===== src/rtl/atten_pkg.sv =====
package atten_pkg;

    localparam int ATT_W   = 6;
    localparam int SEL_W   = 2;
    localparam int SYNC_N  = 2;

    typedef logic [ATT_W-1:0] att_word_t;
    typedef logic [SEL_W-1:0] boot_sel_t;

    typedef enum logic {
        ST_BOOT = 1'b0,
        ST_RUN  = 1'b1
    } ctl_state_t;

    // Raw control pins gathered for one synchronizer bank.
    typedef struct packed {
        logic      ser_mode;
        logic      le;
        logic      sclk;
        logic      sdat;
        boot_sel_t boot_sel;
        att_word_t par;
    } ctl_in_t;

    localparam int CTL_W = $bits(ctl_in_t);

    localparam att_word_t W_8DB  = att_word_t'(1) << (ATT_W - 2);
    localparam att_word_t W_16DB = att_word_t'(1) << (ATT_W - 1);
    localparam att_word_t W_31DB = ~att_word_t'(1);

    // Start-up table for parallel mode with latch enable low.
    function automatic att_word_t boot_table(input boot_sel_t sel);
        att_word_t w;
        case (sel)
            2'b01:   w = W_8DB;
            2'b10:   w = W_16DB;
            2'b11:   w = W_31DB;
            default: w = '0;
        endcase
        return w;
    endfunction

    // Start-up word chosen from mode and latch enable.
    function automatic att_word_t boot_word(input logic ser, input logic le,
                                            input boot_sel_t sel,
                                            input att_word_t par);
        att_word_t w;
        if (ser || le) w = par;
        else           w = boot_table(sel);
        return w;
    endfunction

endpackage


===== src/rtl/atten_sync.sv =====
module atten_sync #(
    parameter int W      = 1,
    parameter int STAGES = 2
) (
    input  logic         clk,
    input  logic [W-1:0] d,
    output logic [W-1:0] q
);
    logic [W-1:0] stg [STAGES];

    always_ff @(posedge clk) stg[0] <= d;

    for (genvar i = 1; i < STAGES; i++) begin : g_stage
        always_ff @(posedge clk) stg[i] <= stg[i-1];
    end

    assign q = stg[STAGES-1];
endmodule


===== src/rtl/atten_shreg.sv =====
module atten_shreg
    import atten_pkg::*;
(
    input  logic      clk,
    input  logic      rst,
    input  logic      load,
    input  att_word_t load_val,
    input  logic      sclk_s,
    input  logic      sdat_s,
    output att_word_t sreg
);
    logic sclk_d;
    logic rise;

    assign rise = sclk_s & ~sclk_d;

    always_ff @(posedge clk) begin
        if (rst) begin
            sclk_d <= 1'b0;
            sreg   <= '0;
        end else begin
            sclk_d <= sclk_s;
            if (load)      sreg <= load_val;
            else if (rise) sreg <= {sreg[ATT_W-2:0], sdat_s};
        end
    end

    // one place toward the MSB per detected edge, new bit at the LSB
    a_r3_shift_order: assert property (@(posedge clk) disable iff (rst)
        (rise && !load) |=> (sreg == {$past(sreg[ATT_W-2:0]), $past(sdat_s)}));

    // without an edge or load the register keeps its bits
    a_r4_shift_hold: assert property (@(posedge clk) disable iff (rst)
        (!rise && !load) |=> $stable(sreg));
endmodule


===== src/rtl/atten_out.sv =====
module atten_out
    import atten_pkg::*;
(
    input  logic      clk,
    input  logic      rst,
    input  logic      ser_s,
    input  logic      le_s,
    input  boot_sel_t sel_s,
    input  att_word_t par_s,
    input  att_word_t sreg,
    output logic      boot,
    output att_word_t atten,
    output logic      vld
);
    ctl_state_t state;
    att_word_t  src;
    att_word_t  nxt;

    assign boot = (state == ST_BOOT);
    assign src  = ser_s ? sreg : par_s;

    always_comb begin
        if (boot)      nxt = boot_word(ser_s, le_s, sel_s, par_s);
        else if (le_s) nxt = src;
        else           nxt = atten;
    end

    always_ff @(posedge clk) begin
        if (rst) begin
            state <= ST_BOOT;
            atten <= '0;
            vld   <= 1'b0;
        end else begin
            state <= ST_RUN;
            atten <= nxt;
            vld   <= (nxt != atten);
        end
    end

    // latch closed after start-up holds the word
    a_r6_hold: assert property (@(posedge clk) disable iff (rst)
        (!boot && !le_s) |=> $stable(atten));

    // serial transparency
    a_r5_ser_follow: assert property (@(posedge clk) disable iff (rst)
        (!boot && le_s && ser_s) |=> (atten == $past(sreg)));

    // parallel direct mode
    a_r2_par_follow: assert property (@(posedge clk) disable iff (rst)
        (!boot && le_s && !ser_s) |=> (atten == $past(par_s)));

    // start-up table
    a_r8_boot_table: assert property (@(posedge clk) disable iff (rst)
        (boot && !ser_s && !le_s) |=> (atten == boot_table($past(sel_s))));

    // start-up from the parallel pins
    a_r7_boot_par: assert property (@(posedge clk) disable iff (rst)
        (boot && (ser_s || le_s)) |=> (atten == $past(par_s)));

    // strobe marks a change and nothing else
    a_r10_strobe: assert property (@(posedge clk) disable iff (rst)
        vld == !$stable(atten));

    // reset state
    a_r11_reset: assert property (@(posedge clk)
        $past(rst) |-> (atten == '0 && !vld));
endmodule


===== src/rtl/step_atten_ctrl.sv =====
module step_atten_ctrl
    import atten_pkg::*;
(
    input  logic       clk,
    input  logic       rst,
    input  logic       ser_mode_i,
    input  logic       sclk_i,
    input  logic       sdat_i,
    input  logic       le_i,
    input  logic [5:0] par_i,
    input  logic [1:0] boot_sel_i,
    output logic [5:0] atten_o,
    output logic       atten_vld_o
);
    ctl_in_t   raw;
    ctl_in_t   syn;
    logic [CTL_W-1:0] syn_bits;
    att_word_t sreg;
    att_word_t atten;
    logic      boot;
    logic      vld;

    assign raw = '{ser_mode: ser_mode_i, le: le_i, sclk: sclk_i, sdat: sdat_i,
                   boot_sel: boot_sel_i, par: par_i};

    atten_sync #(.W(CTL_W), .STAGES(SYNC_N)) u_sync (
        .clk (clk),
        .d   (raw),
        .q   (syn_bits)
    );
    assign syn = ctl_in_t'(syn_bits);

    atten_shreg u_shreg (
        .clk      (clk),
        .rst      (rst),
        .load     (boot),
        .load_val (boot_word(syn.ser_mode, syn.le, syn.boot_sel, syn.par)),
        .sclk_s   (syn.sclk),
        .sdat_s   (syn.sdat),
        .sreg     (sreg)
    );

    atten_out u_out (
        .clk   (clk),
        .rst   (rst),
        .ser_s (syn.ser_mode),
        .le_s  (syn.le),
        .sel_s (syn.boot_sel),
        .par_s (syn.par),
        .sreg  (sreg),
        .boot  (boot),
        .atten (atten),
        .vld   (vld)
    );

    assign atten_o     = atten;
    assign atten_vld_o = vld;
endmodule


===== config.mk =====
export PLATFORM = sky130hd
export DESIGN_NAME = step_atten_ctrl
export DESIGN_NICKNAME = d
export VERILOG_FILES = /design/src/rtl/atten_pkg.sv /design/src/rtl/atten_sync.sv /design/src/rtl/atten_shreg.sv /design/src/rtl/atten_out.sv /design/src/rtl/step_atten_ctrl.sv
export SDC_FILE = /design/constraint.sdc
export NUM_CORES = 1
export LEC_CHECK = 0
export ABC_AREA = 1
export BUFFER_PORTS_ARGS = -buffer_cell sky130_fd_sc_hd__buf_4
export CORE_UTILIZATION = 49
export CTS_CLUSTER_SIZE = 24
export DETAILED_ROUTE_END_ITERATION = 8
export HOLD_SLACK_MARGIN = 0.1
export PLACE_DENSITY = 0.75
export SLEW_MARGIN = 20
export SYNTH_ARGS = -nofsm -noshare
export SYNTH_HDL_FRONTEND = slang
export SYNTH_SLANG_ARGS = --single-unit

===== constraint.sdc =====
create_clock -name clk -period 1.55 [get_ports clk]
set_input_delay 0.31 -clock clk [delete_from_list [all_inputs] [get_ports clk]]
set_output_delay 0.31 -clock clk [all_outputs]
set_load 0.1 [all_outputs]

* Word level (Yosys, flattened, before mapping)
Memories as Yosys holds them, arrays and structs flattened.
Cells that the tools add are included.
** Storage, ports and cells
- Output and inout port bits :: 7
- Memories kept :: 1
- RAM bits :: 24
- Flip-flop bits (word level) :: 15
** Memories
- u_sync.stg :: depth 2, width 12, read ports 2, clocked after memory_dff 0, write ports 2, line atten_sync.sv:9 : logic [W-1:0] stg [STAGES];
** Cells by class
- Bitwise logic cells :: 2
- Reductions and logical operators :: 1
- Equal/unequal tests :: 5
- Multiplexer cells :: 8
** Operator list (number)
- 2-to-1 mux 6 bit :: 6
- one-hot mux 6 bit (3 select lines) :: 1
- != test 6 bit :: 1
- == test 2 bit (second input constant) :: 2
- == test 2 x 1 -> 1 bit (second input constant) :: 1
- != test 2 bit (second input constant) :: 1
- AND 1 bit :: 1
- logical OR 1 bit :: 1
- 2-to-1 mux 1 bit :: 1
- inverter 1 bit :: 1

* Depth between registers and ports, before layout
- Depth in word-level cells :: 5
- Gate-level depth with buffers :: 12
- Depth with buffers taken out :: 11

* Modules after synthesis
A second synthesis with hierarchy kept.
** Second synthesis, totals
- Cell total of the unflattened synthesis :: 219
- Area, all modules :: 1650.3 um^2
** By module, submodules not included
- atten_out :: cells an instance 112, area each 668.1 um^2, times used 1
- atten_sync :: cells an instance 36, area each 570.5 um^2, times used 1
- atten_shreg :: cells an instance 50, area each 324.1 um^2, times used 1
- step_atten_ctrl :: cells an instance 21, area each 87.6 um^2, times used 1

* Worst setup path after synthesis
No wires, ideal clock.
- Path kind :: reg-to-reg
- Start :: register u_out.atten[1]
- End :: register u_out.vld
- Stages on the path, launching flop included :: 10
- Clock period less this slack :: 1.740 ns
- Data arrival time :: 1.610 ns
- Setup slack :: -0.190 ns
- Required time :: 1.419 ns
- Cells stage by stage :: dfxtp_1 -> nand2_1 -> nand2_1 -> nand2_1 -> nand2_1 -> nand2_1 -> nand2_1 -> nand2_1 -> nor2_2 -> a21oi_2
** Between the ends
- Word-level cells in the longest chain between the ends :: 3
** RTL lines
- start: declaration :: line atten_out.sv:12 : output att_word_t atten,
- start signal: assignment :: line atten_out.sv:35 : atten <= nxt;
- 2-to-1 mux 6 bit :: line atten_out.sv:24 : else if (le_s) nxt = src;
- 2-to-1 mux 6 bit :: line atten_out.sv:23 : if (boot) nxt = boot_word(ser_s, le_s, sel_s, par_s);
- != test 6 bit * :: line atten_out.sv:36 : vld <= (nxt != atten);
- end signal: assignment :: line atten_out.sv:36
- end: declaration :: line atten_out.sv:13 : output logic vld
Every way passes the cells marked *; elsewhere a longest branch is shown, timed or not.
A chain may end at the register's enable or synchronous reset.

==> impl_metrics.ini <==
[outcome]
status = finished clean

[flow_run]
drv_cap = 0

[setup_path]
crit_arrival_ps = 1630
crit_buf_inv = 0
worst_ep_required_time_ps = 1790
crit_chain = nor2_4 > nand3_2 > nand2_1 > nand2_2 > nand2_1 > nand2_1 > nand2_1 > nand2_1 > nor2_2 > a21oi_2
rrSetupSlack_ps = 160
critPathSlowestCell = dfxtp_2
cp_max_fo = 7
cp-start-kind = register
critical_path_class = reg -> reg
endpoint_kind = register
cp_slowest_stage_delay_ps = 390
path_delay_family = simple AND/OR/NAND/NOR gates
crit_path_frequent_cell = nand2_1

[cells_and_area]
n_antenna_cell = 0
drive_above_1_share_pct = 23.3
areaGrowthSynthToFinish_pct = 28.9
final_nets = 223
final_common_cell = nand2_1
fin_cells = 240
layout_common_cells = nand2_1, dfxtp_1, buf_4

[timing]
finalSetupViolations = 0
finClkSkew_ps = 11.9
holdWs_ps = 240
slew_violations = 0
fin_setup_tns_ps = 0
max_slew_margin_pct = 74.0
max_freq_mhz = 719
final-hold-violation-count = 0
tightest_slew_ps = 388
rsz0062_at_grt = false
post-route-min-period_ps = 1390
fin_crit_sh_pct = 89.7

[clock_tree]
cts.sinks = 39
clockBufferDepth = 2
h-tree-depth = 2
cts-root-buf = clkbuf_4
path_clk_slew_ps = 110
postCtsSetupBuffers = 0
cts_tree = done
insertion_delay_ps = 340
cts_made_buffers = 5

[yosys]
yosysWarnings = 0
ys_ff_latch = 39
ys_seq_area_share_pct = 56.5
ys_types = 21
synthesis.nets = 184
syn_inst = 170
synthesis.area_um2 = 1380
syn_area_per_cell_um2 = 8.13

[floorplan]
core_um2 = 2570
start_util_pct = 53.8
die_h_um = 55.1
fp.dieArea_um2 = 3040
fp-row-count = 18
ios = 21
die_w_um = 55.1

[grt]
grt_usage_pct = 21.4
antenna_found_initial = 0
grt-busiest-layer = met2
use_met3_pct = 7.10
grt_max_degree = 16
grt_util_met1_pct = 24.0
grt_util_met2_pct = 36.1
grt_pass1_vias = 1062
grt_first_pass_wirelength_um = 4400
grt_overflow = 0

[placed_design]
io_buffers = 20
placed_cells = 220
dp_hpwl_um = 1970
place_congestion = 0.848

[route]
first_iter_violations = 32
via_per_inst = 4.98
drcViolationCount = 0
drt_first_pass_iters = 4
vias = 1194
wl_per_cell_um = 11.6
wl_um = 2780
antenna_left = 0

[power]
power.leakage_nw = 0.864
power.total_mw = 2.13
power_density_nw_per_um2 = 1190
worst_ir_drop_vdd_mv = 1.03

[hold_path]
hp-class = in -> reg
worst paths after layout:
path	start	cells past startpoint	end
setup / recovery	u_sync.stg[0][23]	10	u_out.vld
hold / removal	rst	2	u_out.state
setup reg to reg	u_sync.stg[0][23]	10	u_out.vld
hold reg to reg	u_sync.stg[0][11]	0	u_sync.stg[0][23]
layout make-up:
class / count / area (um^2)
Sequential cell: 39 / 790
Fill cell: 207 / 786
Multi-Input combinational cell: 109 / 502
Timing Repair Buffer: 35 / 293
Inverter: 19 / 73.8
Clock buffer: 6 / 51.3
Tap cell: 30 / 37.5
Clock inverter: 2 / 35.0
cell families after synthesis:
kind of cell    after synthesis  share of synthesized area [%]
flops                        39                           56.5
buf+inv                      22                           7.24
simple gates                 86                           26.6
compound gates               23                           9.68
layer usage:
| metal | vias up | part of all wire [%] |
|---|---|---|
| met1 | 536 | 46 |
| li1 | 611 | - |
| met2 | 36 | 46 |
| met4 | 0 | 3.2 |
| met5 | - | 0 |
| met3 | 11 | 4.6 |
registers in the layout, indices dropped and copies added (netlist names):
register,count
u_sync.stg,24
u_out.vld,1
u_shreg.sreg,6
u_shreg.sclk_d,1
u_out.atten,6
u_out.state,1
through the flow:
step                setup slack, ps  area [um^2]  utilization, %
finish                          160         1780            69.4
global route                   31.9         1780            69.4
CTS                             108         1780            69.3
detailed placement              131         1570            61.3
global placement                144         1570            61.3
floorplan                       160         1390               -
power by group:
part           internal (mW)  leakage [nW]  switching [mW]
Combinational          0.119         0.487           0.216
Sequential              1.06         0.329          0.0365
Clock                  0.381        0.0482           0.312
Total                   1.56         0.864           0.564
Yosys cell counts (all sizes together):
cell type,n,area share [%]
buf,2,1.6
a21oi,11,4.3
nor2,10,3.4
nand3b,3,1.6
a31oi,3,1.4
nand2,64,18
o21ai,8,3.4
inv,19,5.3
clkbuf,1,0.27
nand3,9,3.6
dfxtp,39,56
a221oi,1,0.63
worst reg2reg max path: stages (launching register included):
cell and delay [ps]:
dfxtp_2 390, nor2_4 180, nand3_2 100, nand2_1 110, nand2_2 80, nand2_1 80
nand2_1 40, nand2_1 50, nand2_1 70, nor2_2 120, a21oi_2 50
what timing repair did:
item                                    in CTS  in global routing
hold buffers                                12                  0
endpoints found under the hold margin       12                  0
resized for setup                            0                  1
endpoints found under the setup margin       0                  1
Note: power is estimated with default switching activity, not from simulation.
